<file path="src/rtl/split_cnt_pkg.sv">
package split_cnt_pkg;

    localparam int LO_W    = 1;
    localparam int UP_W    = 3;
    localparam int TOTAL_W = LO_W + UP_W;
    localparam int SYNC_N  = 2;
    localparam int N_INPUTS = 2;

    typedef logic [TOTAL_W-1:0] count_t;

    typedef enum logic {
        SRC_SPLIT = 1'b0,
        SRC_CHAIN = 1'b1
    } up_src_e;

    typedef struct packed {
        logic q;
        logic carry;
    } stage_s;

    function automatic logic is_fall(input logic prev, input logic cur);
        return prev & ~cur;
    endfunction

endpackage

</file>
<file path="src/rtl/fall_detect.sv">
module fall_detect #(
    parameter int SYNC_N = 2
) (
    input  logic clk,
    input  logic clr,
    input  logic din,
    output logic fall
);
    import split_cnt_pkg::*;

    localparam int PIPE_W = SYNC_N + 1;

    logic [PIPE_W-1:0] pipe;

    always_ff @(posedge clk or posedge clr) begin
        if (clr) begin
            pipe <= '0;
        end else begin
            pipe <= {pipe[PIPE_W-2:0], din};
        end
    end

    assign fall = is_fall(pipe[PIPE_W-1], pipe[PIPE_W-2]);


    fall_pulse_chk: assert property (@(posedge clk) disable iff (clr)
        fall |=> !fall);

endmodule

</file>
<file path="src/rtl/toggle_stage.sv">
module toggle_stage (
    input  logic clk,
    input  logic clr,
    input  logic tick,
    output logic q,
    output logic carry
);
    import split_cnt_pkg::*;

    stage_s st;

    always_ff @(posedge clk or posedge clr) begin
        if (clr) begin
            st <= '0;
        end else begin
            st.q     <= st.q ^ tick;
            st.carry <= tick & st.q;
        end
    end

    assign q     = st.q;
    assign carry = st.carry;


    stage_hold_chk: assert property (@(posedge clk) disable iff (clr)
        !tick |=> $stable(q));


    carry_pulse_chk: assert property (@(posedge clk) disable iff (clr)
        carry |=> !carry);

endmodule

</file>
<file path="src/rtl/split_ripple_counter.sv">
module split_ripple_counter
    import split_cnt_pkg::*;
(
    input  logic         clk,
    input  logic         clr_a,
    input  logic         clr_b,
    input  logic         chain_en,
    input  logic         cnt_lo,
    input  logic         cnt_hi,
    output logic [3:0]   q
);

    localparam int TOP = TOTAL_W - 1;

    logic                clr;
    logic [N_INPUTS-1:0] raw_in;
    logic [N_INPUTS-1:0] fall;
    logic [TOTAL_W-1:0]  tick;
    logic [TOTAL_W-1:0]  carry;
    count_t              cnt;
    up_src_e             up_src;

    assign clr    = clr_a & clr_b;
    assign raw_in = {cnt_hi, cnt_lo};
    assign up_src = chain_en ? SRC_CHAIN : SRC_SPLIT;

    for (genvar i = 0; i < N_INPUTS; i++) begin : g_in
        fall_detect #(.SYNC_N(SYNC_N)) u_fall (
            .clk  (clk),
            .clr  (clr),
            .din  (raw_in[i]),
            .fall (fall[i])
        );
    end

    for (genvar s = 0; s < TOTAL_W; s++) begin : g_stage
        if (s == 0) begin : g_lo
            assign tick[s] = fall[0];
        end else if (s == LO_W) begin : g_link
            always_comb begin
                case (up_src)
                    SRC_CHAIN: tick[s] = carry[LO_W-1];
                    default:   tick[s] = fall[1];
                endcase
            end
        end else begin : g_ripple
            assign tick[s] = carry[s-1];
        end

        toggle_stage u_stage (
            .clk   (clk),
            .clr   (clr),
            .tick  (tick[s]),
            .q     (cnt[s]),
            .carry (carry[s])
        );
    end

    assign q = cnt;


    chain_iso_chk: assert property (@(posedge clk) disable iff (clr)
        (chain_en && !carry[0]) |=> $stable(q[1]));


    split_iso_chk: assert property (@(posedge clk) disable iff (clr)
        (!chain_en && !fall[1]) |=> $stable(q[1]));


    wrap_zero_chk: assert property (@(posedge clk) disable iff (clr)
        carry[TOP] |-> (q[TOP:LO_W] == '0));

endmodule

</file>
<file path="config.mk">
export PLATFORM = sky130hd
export DESIGN_NAME = split_ripple_counter
export DESIGN_NICKNAME = d
export VERILOG_FILES = /design/src/rtl/split_cnt_pkg.sv /design/src/rtl/fall_detect.sv /design/src/rtl/toggle_stage.sv /design/src/rtl/split_ripple_counter.sv
export SDC_FILE = /design/constraint.sdc
export NUM_CORES = 1
export LEC_CHECK = 0
export ABC_CLOCK_PERIOD_IN_PS = 900
export BUFFER_PORTS_ARGS = -buffer_cell sky130_fd_sc_hd__buf_2
export CAP_MARGIN = 20
export CORE_AREA = 10 10 47 49
export CTS_BUF_LIST = sky130_fd_sc_hd__clkbuf_4
export CTS_CLUSTER_SIZE = 20
export DETAILED_ROUTE_END_ITERATION = 16
export DIE_AREA = 0 0 57 59
export HOLD_SLACK_MARGIN = 0.06
export PLACE_DENSITY = 0.52
export SLEW_MARGIN = 20
export SYNTH_ARGS = -nofsm -noshare
export SYNTH_HDL_FRONTEND = slang
export SYNTH_SLANG_ARGS = --single-unit
</file>
<file path="constraint.sdc">
create_clock -name clk -period 0.9 [get_ports clk]
set_input_delay 0 -clock clk [delete_from_list [all_inputs] [get_ports clk]]
set_output_delay 0 -clock clk [all_outputs]
set_load 0.01 [all_outputs]
</file>
==> run metrics <==
TritonCTS buffer count=3; delay-heaviest family, CP=flip-flops; initial DRC count=0; clk_lat worst skew=0.26 ns; Antenna diodes=0; Leak=0.272 nW; largest net degree at the start of global routing=14; slew margin rel.=65.8%; Fin Setup TNS=-0.0764 ns; die width=57 um; vias in the first global route=272; core area=1400 um^2; Worst Tran Pin Value=0.512 ns; Fmax=1.02 GHz; CTS sink cnt=13; detailed-route via count=216; IO Pins=10; crit start category=flop; Hold Slack=0.0914 ns; Setup WS post-layout=-0.0764 ns; GPL Wtd Cong=0.607; DRT Wirelength=638 um; H-Tree Depth=1; pre-CTS setup slack=-0.0847 ns; Global Route met3 Usage=3.00%; YS warnings=0; Via density=3.93; first-pass GRT wire length=1190 um; Seq/Total Area, Yosys=75.6%; type of the tightest min-delay check=input port to flop; router iterations before antenna repair=1; Power Total=1.40 mW; Yosys reg bits=13; Final Skew=0.00315 ns; outcome=finished with violations; most frequent cells in the layout=dfrtp_1 (13), buf_2 (9), clkbuf_4 (4), dlygate4sd3_1 (4), ha_1 (3); routed length per instance=11.6 um; CP Class=flop to flop; Root Driver=clkbuf_4; Resize count post-CTS=0; Final Cycle Share=108%; die area=3360 um^2; CP Depth=3; GR Util met2=7.75%; Worst Path Arrival=1.12 ns; Non-Filler Instances=55; Syn Nets=35; RSZ-0062 raised after global routing=true; critical path fanouts, max=2; GRT Total Usage=4.46%; Post-Syn Area=430 um^2; gr ovfl total=0; R2R cell count=3; Syn Inst Count=26; failing checks=negative setup slack; final hold vios=0; Layout Nets=49; Slowest-stage cell, CP=dfrtp_1; Initial Util=30.7%; Layout area overhead=26.2%; critical path, cell by cell=nand2b_4 -> o21ai_2 -> ha_1; placed instance count=47; Logic pwr share=18.6%; Final Cell Area=543 um^2; CTS tree=built; Util after Layout=38.8%; GRT busiest layer=met2; clock share of power=26.2%; Die Y=59 um; met1 Usage GRT=4.28%; synthesized area per cell=16.6 um^2; initial antenna violation count=0; Hold Path Stages=3; Yosys cell types=8; Switching Fraction=26.3%; Reg clk slew, reported paths=0.07 ns; most common cell after layout, fill and taps aside=dfrtp_1; CTS max path bufs=2; switching power=0.369 mW; Worst path max stage delay=0.38 ns; antenna-violating nets left=0; Rows=14; Req. time, crit path=1.04 ns; Max rail drop VDD=0.851 mV; layout cells sized above 1=38.5%; pwr/cell area=2580 nW/um^2; Final Setup Violations=1; min Tclk post-route=0.976 ns; Max Cap Violations=0; postcts setup bufs=0; Post-route DRC=0; Max Slew Vio Count=0; Flop pwr share=55.1%; area post-placement=473 um^2; Int Pwr=1.03 mW; Critical path buffers and inverters=0; crit path capture type=flop; I/O Buffers=9
[cell usage after synthesis (all sizes together)]
library cell / number / area, um^2
nand2b: 1 / 6.26
nor2b: 1 / 6.26
dfrtp: 13 / 325
buf: 4 / 30.0
nand2: 2 / 7.51
xor2: 1 / 8.76
ha: 3 / 37.5
o21ai: 1 / 8.76
[area by class of cell]
class / instances / area [um^2]
fill: 140 / 858
multi-input combinational: 9 / 82.6
timing repair buffer: 13 / 85.1
sequential: 13 / 325
clock buffer: 4 / 30.0
tap: 16 / 20.0
[kinds of logic after synthesis]
family / synth area share [%]
buf+inv: 6.98
flops: 75.6
xor+xnor: 2.04
compound gates: 2.04
fa+ha+maj: 8.72
simple gates: 4.65
[power groups by stage]
stage / combinational (mW) / clock (mW) / sequential [mW]
2_1_floorplan: 0.249 / 0 / 0.773
3_3_place_gp: 0.245 / 0 / 0.778
3_5_place_dp: 0.266 / 0 / 0.792
4_1_cts: 0.281 / 0.381 / 0.779
5_1_grt: 0.311 / 0.423 / 0.790
6_report: 0.262 / 0.368 / 0.773
[worst register-to-register path: stages (launching register included)]
cell and delay (ns):
dfrtp_1 0.38, nand2b_4 0.14, o21ai_2 0.10, ha_1 0.24
[what timing repair did]
item,4_1_cts,5_1_grt
endpoints found under the setup margin,1,2
endpoints found under the hold margin,15,0
hold buffers,4,0
[per-layer routing]
metal,vias to the layer above,share of wire [%]
li1,106,-
met1,105,35
met2,5,58
met3,0,7.1
met4,0,0
met5,-,0
[registers in the layout, indices dropped and copies added, names as in the netlist]
register	cells
g_stage.u_stage.q	4
g_stage.u_stage.carry	3
g_in.u_fall.pipe	6
[worst paths after layout]
check                      slack (ns)                              from                                 end
setup reg to reg                -0.08  g_in[1].u_fall.pipe[1]$_DFF_PP0_      g_stage[1].u_stage.q$_DFF_PP0_
hold reg to reg                  0.36  g_in[1].u_fall.pipe[0]$_DFF_PP0_    g_in[1].u_fall.pipe[1]$_DFF_PP0_
min in group asynchronous        0.31                             clr_b  g_stage[2].u_stage.carry$_DFF_PP0_
hold / removal                   0.09                          chain_en  g_stage[1].u_stage.carry$_DFF_PP0_
max in group asynchronous        0.24                             clr_a    g_in[1].u_fall.pipe[0]$_DFF_PP0_
setup / recovery                -0.08  g_in[1].u_fall.pipe[1]$_DFF_PP0_      g_stage[1].u_stage.q$_DFF_PP0_
No activity file was read; power rests on OpenSTA's default activity.
